File: src/rtl/cru_pkg.sv
package cru_pkg;
    parameter int CRU_XLEN  = 32;
    parameter int CRU_IDX_W = 5;

    typedef enum logic [CRU_IDX_W-1:0] {
        CRI_COND = 5'd1,
        CRI_ISP  = 5'd2,
        CRI_USP  = 5'd3,
        CRI_BKPC = 5'd6
    } cr_index_e;

    // bit count cleared from the backup PC on restore (word alignment)
    localparam int RESTORE_ALIGN = 2;
endpackage

File: src/rtl/cru_stack_bank.sv
module cru_stack_bank #(
    parameter int XLEN = 32
) (
    input  logic            clk,
    input  logic            rst_n,
    input  logic            sm_int,
    input  logic            cr_we_isp,
    input  logic            cr_we_usp,
    input  logic [XLEN-1:0] cr_wdata,
    input  logic            gr15_we,
    input  logic [XLEN-1:0] gr15_wdata,
    output logic [XLEN-1:0] isp_q,
    output logic [XLEN-1:0] usp_q,
    output logic [XLEN-1:0] gr15_rdata
);
    localparam int NBANK = 2;  // bank 0: interrupt, bank 1: user

    logic [XLEN-1:0] bank_q [NBANK];
    logic [NBANK-1:0] cr_sel;
    logic [NBANK-1:0] gr_sel;

    assign cr_sel = {cr_we_usp, cr_we_isp};
    assign gr_sel = {gr15_we & ~sm_int, gr15_we & sm_int};

    for (genvar b = 0; b < NBANK; b++) begin : g_bank
        always_ff @(posedge clk or negedge rst_n) begin
            if (!rst_n) begin
                bank_q[b] <= '0;
            end else if (cr_sel[b]) begin
                // control port takes precedence over register 15
                bank_q[b] <= cr_wdata;
            end else if (gr_sel[b]) begin
                bank_q[b] <= gr15_wdata;
            end
        end
    end

    assign isp_q      = bank_q[0];
    assign usp_q      = bank_q[1];
    assign gr15_rdata = sm_int ? bank_q[0] : bank_q[1];
endmodule

File: src/rtl/cru_backup_pc.sv
module cru_backup_pc #(
    parameter int XLEN  = 32,
    parameter int ALIGN = 2
) (
    input  logic            clk,
    input  logic            rst_n,
    input  logic            exc_evt,
    input  logic            exc_use_next,
    input  logic [XLEN-1:0] pc_cur,
    input  logic [XLEN-1:0] pc_next,
    input  logic            sw_we,
    input  logic [XLEN-1:0] sw_wdata,
    output logic [XLEN-1:0] bkpc_q,
    output logic [XLEN-1:0] restore_pc
);
    logic [XLEN-1:0] cap_val;
    logic [XLEN-1:0] nxt_val;
    logic            load;

    always_comb begin
        cap_val = exc_use_next ? pc_next : pc_cur;
        load    = exc_evt | sw_we;
        // exception capture wins over a software write
        nxt_val = exc_evt ? cap_val : sw_wdata;
        nxt_val[0] = 1'b0;
    end

    always_ff @(posedge clk or negedge rst_n) begin
        if (!rst_n) begin
            bkpc_q <= '0;
        end else if (load) begin
            bkpc_q <= nxt_val;
        end
    end

    assign restore_pc = {bkpc_q[XLEN-1:ALIGN], {ALIGN{1'b0}}};
endmodule

File: src/rtl/cru_read_mux.sv
module cru_read_mux
    import cru_pkg::*;
#(
    parameter int XLEN  = 32,
    parameter int IDX_W = 5
) (
    input  logic [IDX_W-1:0] ridx,
    input  logic             psw_c,
    input  logic [XLEN-1:0]  isp_q,
    input  logic [XLEN-1:0]  usp_q,
    input  logic [XLEN-1:0]  bkpc_q,
    output logic [XLEN-1:0]  rdata
);
    always_comb begin
        rdata = '0;
        case (ridx)
            CRI_COND: rdata = {{(XLEN-1){1'b0}}, psw_c};
            CRI_ISP:  rdata = isp_q;
            CRI_USP:  rdata = usp_q;
            CRI_BKPC: rdata = bkpc_q;
            default:  rdata = '0;
        endcase
    end
endmodule

File: src/rtl/cpu_ctrl_regs.sv
module cpu_ctrl_regs
    import cru_pkg::*;
#(
    parameter int XLEN  = CRU_XLEN,
    parameter int IDX_W = CRU_IDX_W
) (
    input  logic             clk,
    input  logic             rst_n,
    input  logic             cr_we,
    input  logic [IDX_W-1:0] cr_widx,
    input  logic [XLEN-1:0]  cr_wdata,
    input  logic [IDX_W-1:0] cr_ridx,
    output logic [XLEN-1:0]  cr_rdata,
    input  logic             gr15_we,
    input  logic [XLEN-1:0]  gr15_wdata,
    output logic [XLEN-1:0]  gr15_rdata,
    input  logic             psw_c,
    input  logic             psw_sm,
    input  logic             exc_evt,
    input  logic             exc_use_next,
    input  logic [XLEN-1:0]  pc_cur,
    input  logic [XLEN-1:0]  pc_next,
    input  logic             rte_evt,
    output logic [XLEN-1:0]  pc_restore,
    output logic             pc_restore_vld
);
    logic            we_isp;
    logic            we_usp;
    logic            we_bkpc;
    logic [XLEN-1:0] isp_q;
    logic [XLEN-1:0] usp_q;
    logic [XLEN-1:0] bkpc_q;

    // index 1 and unimplemented indices decode to no write
    always_comb begin
        we_isp  = cr_we && (cr_widx == CRI_ISP);
        we_usp  = cr_we && (cr_widx == CRI_USP);
        we_bkpc = cr_we && (cr_widx == CRI_BKPC);
    end

    cru_stack_bank #(.XLEN(XLEN)) u_sp (
        .clk        (clk),
        .rst_n      (rst_n),
        .sm_int     (psw_sm),
        .cr_we_isp  (we_isp),
        .cr_we_usp  (we_usp),
        .cr_wdata   (cr_wdata),
        .gr15_we    (gr15_we),
        .gr15_wdata (gr15_wdata),
        .isp_q      (isp_q),
        .usp_q      (usp_q),
        .gr15_rdata (gr15_rdata)
    );

    cru_backup_pc #(.XLEN(XLEN), .ALIGN(RESTORE_ALIGN)) u_bpc (
        .clk          (clk),
        .rst_n        (rst_n),
        .exc_evt      (exc_evt),
        .exc_use_next (exc_use_next),
        .pc_cur       (pc_cur),
        .pc_next      (pc_next),
        .sw_we        (we_bkpc),
        .sw_wdata     (cr_wdata),
        .bkpc_q       (bkpc_q),
        .restore_pc   (pc_restore)
    );

    cru_read_mux #(.XLEN(XLEN), .IDX_W(IDX_W)) u_rd (
        .ridx   (cr_ridx),
        .psw_c  (psw_c),
        .isp_q  (isp_q),
        .usp_q  (usp_q),
        .bkpc_q (bkpc_q),
        .rdata  (cr_rdata)
    );

    assign pc_restore_vld = rte_evt;
endmodule

File: config.mk
export PLATFORM = sky130hd
export DESIGN_NAME = cpu_ctrl_regs
export DESIGN_NICKNAME = d
export VERILOG_FILES = /design/src/rtl/cru_pkg.sv /design/src/rtl/cru_stack_bank.sv /design/src/rtl/cru_backup_pc.sv /design/src/rtl/cru_read_mux.sv /design/src/rtl/cpu_ctrl_regs.sv
export SDC_FILE = /design/constraint.sdc
export NUM_CORES = 1
export LEC_CHECK = 0
export ABC_AREA = 1
export BUFFER_PORTS_ARGS = -buffer_cell sky130_fd_sc_hd__buf_2
export CORE_MARGIN = 4
export CORE_UTILIZATION = 52
export CTS_BUF_LIST = sky130_fd_sc_hd__clkbuf_16
export DETAILED_ROUTE_END_ITERATION = 8
export HOLD_SLACK_MARGIN = 0.03
export PLACE_DENSITY_LB_ADDON = 0.15
export SYNTH_ARGS = -nofsm -noshare
export SYNTH_HDL_FRONTEND = slang
export SYNTH_SLANG_ARGS = --single-unit
export TNS_END_PERCENT = 10
File: constraint.sdc
create_clock -name clk -period 1.6 [get_ports clk]
set_input_delay 0.32 -clock clk [delete_from_list [all_inputs] [get_ports clk]]
set_output_delay 0.32 -clock clk [all_outputs]
set_load 0.005 [all_outputs]
==> impl_metrics.yaml, run 1 <==
run_status:
  status: "finished with violations"
  violations: "negative setup slack"
drt:
  drt_iter0_markers: 894
  avgViaCountPerCell: 5.32
  drc: 0
  routed-via-count: 8342
  drtPass1Iterations: 6
  wl_um: 25700
  wl_per_cell_um: 16.4
  ant_nets: 0
placement:
  io_buffers: 237
  dp_hpwl_um: 17800
  placed_cells: 1543
  pre_cts_ws_ns: -0.131
  gp_congestion: 0.956
critical_path:
  cp_top_family: "buffers and inverters"
  slowest_stage: "nor2_4"
  r2r_end: "u_bpc.bkpc_q[19]"
  cp_data_arrival_time_ns: 1.32
  cp_slowest_stage_delay_ns: 0.15
  worstSetupPathType: "input pin to primary output"
  cp_max_fo: 7
  cp-end-kind: "primary output"
  r2r_start: "u_bpc.bkpc_q[19]"
  path_cells: "buf_6 > nor2_4 > nand2_4 > nor2_4 > buf_12 > buf_12 > nand2_4 > nand3_2 > buf_2"
  cp-start-kind: "input pin"
  cp.required_ns: 1.28
  r2r_cells: 2
  reg2reg_slack_ns: 0.89
  crit_buf_inv: 4
floorplan:
  die_w_um: 125
  rows: 42
  die-area_um2: 15600
  core_um2: 13300
  fp.dieH_um: 125
  ioPinCount: 244
  start_util_pct: 53.4
clock_network:
  clk_latency_ns: 0.35
  cts-buffers-inserted: 9
  clock-sinks: 95
  cts_htree_levels: 3
  cts_buffer_depth: 2
  root_buffer: "clkbuf_16"
  cts_tree: "yes"
  cts.reportedPaths.clkPinSlew_ns: 0.07
pwr:
  power_leakage_nw: 5.75
  power.density_nw_per_um2: 763
  peakVddDrop_mv: 0.475
sta:
  max_freq_mhz: 610
  setup_viol: 24
  finalMaxSlewViolations: 0
  period_share_pct: 103
  relSlewSlack_pct: 54.1
  finalHoldViolCount: 0
  clock_skew_ns: 0
  fin_setup_tns_ns: -0.525
  tightest_slew_ns: 0.688
  layout_setup_ws_ns: -0.0406
  rsz0062_at_grt: "true"
  fin_crit_ns: 1.64
grt:
  grt_pass1_vias: 7420
  track_usage_pct: 30.7
  grt_max_degree: 65
  antenna_found_initial: 1
  grt_overflow: 0
  grt_pass1_wl_um: 38400
logic_synthesis:
  yosys_warnings: 0
  synthDistinctLibCells: 19
  syn_area_per_cell_um2: 5.93
  async_flop_share_pct: 100
  yosys_register_bits: 95
  syn_area_um2: 7100
  ys_seq_area_share_pct: 33.5
  synth_ff_type: "dfrtp_1"
  synth_edf_count: 0
  synthCells: 1198
layout:
  drive_above_1_share_pct: 27.6
  final_cell_mix: "nand2_1, buf_2, nand3_1"
  area_growth_pct: 30.6
  fin_cells: 1569
  finalNetCount: 1536
  insertedDiodeCount: 0
  layout_commonest_cell: "nand2_1"
hold_path:
  hp-class: "input pin to flop"
  holdPathStages: 5
  min-delay-start: "gr15_wdata[17]"
  worstHoldEndpoint: "u_sp.usp_q[17]"
flow_run:
  cap_violations: 0
-- cell families (layout without fill, tap and decap cells) --
| group | after synthesis | in the layout | synth area share (%) |
|---|---|---|---|
| and+or+nand+nor | 879 | 879 | 51.8 |
| buffers and inverters | 221 | 415 | 14.5 |
| DFF | 95 | 95 | 33.5 |
| AOI/OAI and AO/OA | 2 | 2 | 0.176 |
| other | 1 | 2 | 0.0528 |
-- timing repair --
action / CTS / global route
cloned: 0 / 5
pin swaps: 1 / 14
resized for setup: 13 / 93
setup buffers: 1 / 4
setup endpoints to repair: 31 / 32
hold buffers: 1 / 0
endpoints found under the hold margin: 95 / 0
-- synth_stat cells (2+ instances only) --
| cell type | instances | area share [%] |
|---|---|---|
| dfrtp_1 | 95 | 33 |
| nand2_1 | 609 | 32 |
| nor2_4 | 2 | 0.32 |
| nor2_2 | 4 | 0.35 |
| buf_4 | 38 | 4.0 |
| inv_2 | 11 | 0.58 |
| nand2_2 | 2 | 0.18 |
| buf_2 | 47 | 3.3 |
| clkbuf_1 | 24 | 1.3 |
| nor2_1 | 6 | 0.32 |
| nand3_1 | 253 | 18 |
| inv_1 | 100 | 5.3 |
-- metal layers --
layer	routed length [µm]	share of wire, %	track usage (%)
met1	9680	38	38.3
met2	12500	49	51.7
met3	2460	9.6	5.92
met4	1050	4.1	13.5
met5	14	0.054	0
-- flip-flops by register name, summed over array words and instances, names as in the netlist --
signal        flops
u_sp.isp_q       32
u_sp.usp_q       32
u_bpc.bkpc_q     31
-- power by group --
part / total, W / switching [W] / internal [W]
Clock: 0.00229 / 0.000949 / 0.00135
Sequential: 0.00303 / 0.000313 / 0.00272
Combinational: 0.00174 / 0.00101 / 0.000738
-- worst reg2reg max path: stages (launching register included) --
cell	delay (ns)
dfrtp_1	0.43
nand3_1	0.11
nand2_1	0.06
-- how the worst max path moves through the flow --
stage                     from            to  slack [ns]  cells past startpoint
global route        cr_ridx[1]  cr_rdata[25]        -0.1                     10
global placement    cr_ridx[3]  cr_rdata[30]       -0.11                      8
finish              cr_ridx[3]  cr_rdata[25]       -0.04                      9
detailed placement  cr_ridx[3]  cr_rdata[30]       -0.13                      8
CTS                 cr_ridx[2]  cr_rdata[17]       -0.07                      7
floorplan           cr_ridx[3]  cr_rdata[10]        0.25                      4
-- through the flow --
step / total power, W / hold slack [ns] / instance area, µm² / utilization, %
after CTS: 0.00697 / 0.260 / 8690 / 65.4
after global routing: 0.00742 / 0.300 / 9270 / 69.7
after detailed placement: 0.00467 / 0.137 / 8310 / 62.5
after global placement: 0.00464 / 0.136 / 8310 / 62.5
after floorplan: 0.00397 / 0.0244 / 7100 / -
final: 0.00707 / 0.273 / 9270 / 69.7
-- cell type report --
cell class / count / area (µm²)
multi-input combinational: 883 / 4090
sequential: 95 / 2380
inverter: 111 / 419
clock inverter: 6 / 78.8
timing repair buffer: 289 / 1860
clock buffer: 9 / 225
fill: 1189 / 4030
tap: 176 / 220
Note: power is estimated with default switching activity, not from simulation.
==> inputs of run 2 (changes only) <==
- GPL_TIMING_DRIVEN: unset -> 0
==> impl_metrics.yaml, run 2 (synthesis gave the netlist of run 1 again) <==
floorplan:
  die_w_um: 125
  rows: 42
  die-area_um2: 15600
  core_um2: 13300
  fp.dieH_um: 125
  start_util_pct: 53.4
  ioPinCount: 244
sta:
  finalMaxSlewViolations: 0
  finalHoldViolCount: 0
  tightest_slew_ns: 0.556
  max_freq_mhz: 594
  layout_setup_ws_ns: -0.0839
  period_share_pct: 105
  setup_viol: 33
  fin_crit_ns: 1.68
  relSlewSlack_pct: 62.9
  rsz0062_at_grt: "true"
  clock_skew_ns: 0
layout:
  layout_commonest_cell: "nand2_1"
  fin_cells: 1643
  fill_cells: 1195
  insertedDiodeCount: 0
  final_cell_mix: "nand2_1, buf_2, nand3_1"
  finalNetCount: 1609
  drive_above_1_share_pct: 30.1
  area_growth_pct: 34.0
critical_path:
  cp-start-kind: "input pin"
  cp-end-kind: "primary output"
  worstSetupPathType: "input pin to primary output"
  r2r_cells: 2
  cp.required_ns: 1.28
  cp_data_arrival_time_ns: 1.36
  r2r_end: "u_sp.isp_q[16]"
  reg2reg_slack_ns: 0.88
  r2r_start: "u_sp.isp_q[16]"
  cp_max_fo: 5
pwr:
  power.density_nw_per_um2: 767
  p_comb_share_pct: 25.6
  peakVddDrop_mv: 0.522
  power_frac_seq_pct: 41.5
  internal_power_w: 0.00492
  power_leakage_nw: 6.04
  clkPwrFrac_pct: 32.8
  sw_frac_of_total_pct: 32.5
  power_switching_w: 0.00237
drt:
  drt_iter0_markers: 944
  ant_nets: 0
  wl_per_cell_um: 16.7
  drc: 0
  routed-via-count: 8902
  drtPass1Iterations: 6
  wl_um: 27400
  avgViaCountPerCell: 5.42
hold_path:
  holdPathStages: 5
  min-delay-start: "gr15_wdata[31]"
  hp-class: "input pin to flop"
  worstHoldEndpoint: "u_sp.usp_q[31]"
clock_network:
  cts.reportedPaths.clkPinSlew_ns: 0.08
  clock-sinks: 95
  cts-buffers-inserted: 9
  cts_buffer_depth: 2
  clk_latency_ns: 0.35
  root_buffer: "clkbuf_16"
  cts_htree_levels: 3
  cts_tree: "yes"
flow_run:
  cap_violations: 0
grt:
  antenna_found_initial: 0
  grt_max_degree: 69
  grt_pass1_vias: 8332
  track_usage_pct: 34.0
  grt_overflow: 0
  grt_pass1_wl_um: 42200
placement:
  dp_hpwl_um: 19900
  io_buffers: 236
  pre_cts_ws_ns: -0.402
  gp_congestion: 0.968
  placed_cells: 1612
run_status:
  status: "finished with violations"
  violations: "negative setup slack"
-- run 2: cell types whose count changed in the layout (fill, tap and decap cells not counted), sizes merged --
cell | before | now
clkinvlp | 1 | 0
buf | 284 | 335
clkinv | 1 | 3
clkbuf | 13 | 35
-- run 2: worst max-delay path by stage --
stage	to	slack, ns	start	cells after the start
after floorplan	cr_rdata[10]	0.25	cr_ridx[3]	4
after global placement	u_sp.isp_q[10]	-0.81	rst_n	1
after detailed placement	cr_rdata[9]	-0.40	cr_ridx[3]	6
after CTS	cr_rdata[2]	-0.05	cr_ridx[1]	10
after global routing	cr_rdata[21]	-0.11	cr_ridx[2]	9
final	cr_rdata[21]	-0.08	cr_ridx[2]	9
-- run 2: critical path: stages --
cell     delay [ns]
buf_8          0.10
nor2_4         0.11
nand2_4        0.08
nor2_4         0.21
buf_6          0.16
buf_8          0.14
nand2_4        0.05
nand3_2        0.07
buf_2          0.12
-- run 2: through the flow --
step                TNS, ns  total power, W  utilization, %  area (µm²)  hold WS [ns]
finish                -1.54         0.00729            71.5        9510         0.266
global route          -2.70         0.00764            71.5        9510         0.290
CTS                  -0.967         0.00720            69.9        9300         0.264
detailed placement    -9.87         0.00479            64.2        8530         0.272
global placement     -85.21         0.00474            64.0        8500         0.489
floorplan                 0         0.00397               -        7100        0.0244
-- run 2: power by group through the flow --
stage | Clock, W | Combinational, W | Sequential, W
final | 0.00240 | 0.00187 | 0.00303
after global routing | 0.00250 | 0.00208 | 0.00306
after CTS | 0.00237 | 0.00183 | 0.00300
after detailed placement | 0 | 0.00175 | 0.00303
after global placement | 0 | 0.00172 | 0.00302
after floorplan | 0 | 0.00102 | 0.00295
-- run 2: layer usage --
layer  up-vias  global-route usage, %  wire [µm]
met5         -                      0          0
met4         0                   19.7       1710
met3        96                   5.23       2810
met2       549                   54.7      12700
met1      4068                   43.4      10200
li1       4189                      -          -
-- run 2: layout make-up --
class	count	area, µm²	share of cell area (%)
clock buffer	9	225	2.37
clock inverter	7	95.1	1.00
timing repair buffer	253	1450	15.3
sequential	95	2380	25.0
buffer	109	688	7.24
multi-input combinational	883	4030	42.4
tap	176	220	2.32
inverter	111	419	4.41
-- run 2: timing repair --
action | CTS | global route
pin swaps | 5 | 6
hold endpoints to repair | 27 | 0
hold buffers | 1 | 0
buffers inserted | 10 | 0
gates cloned | 5 | 0
endpoints found under the setup margin | 47 | 48
gates resized for setup | 82 | 54
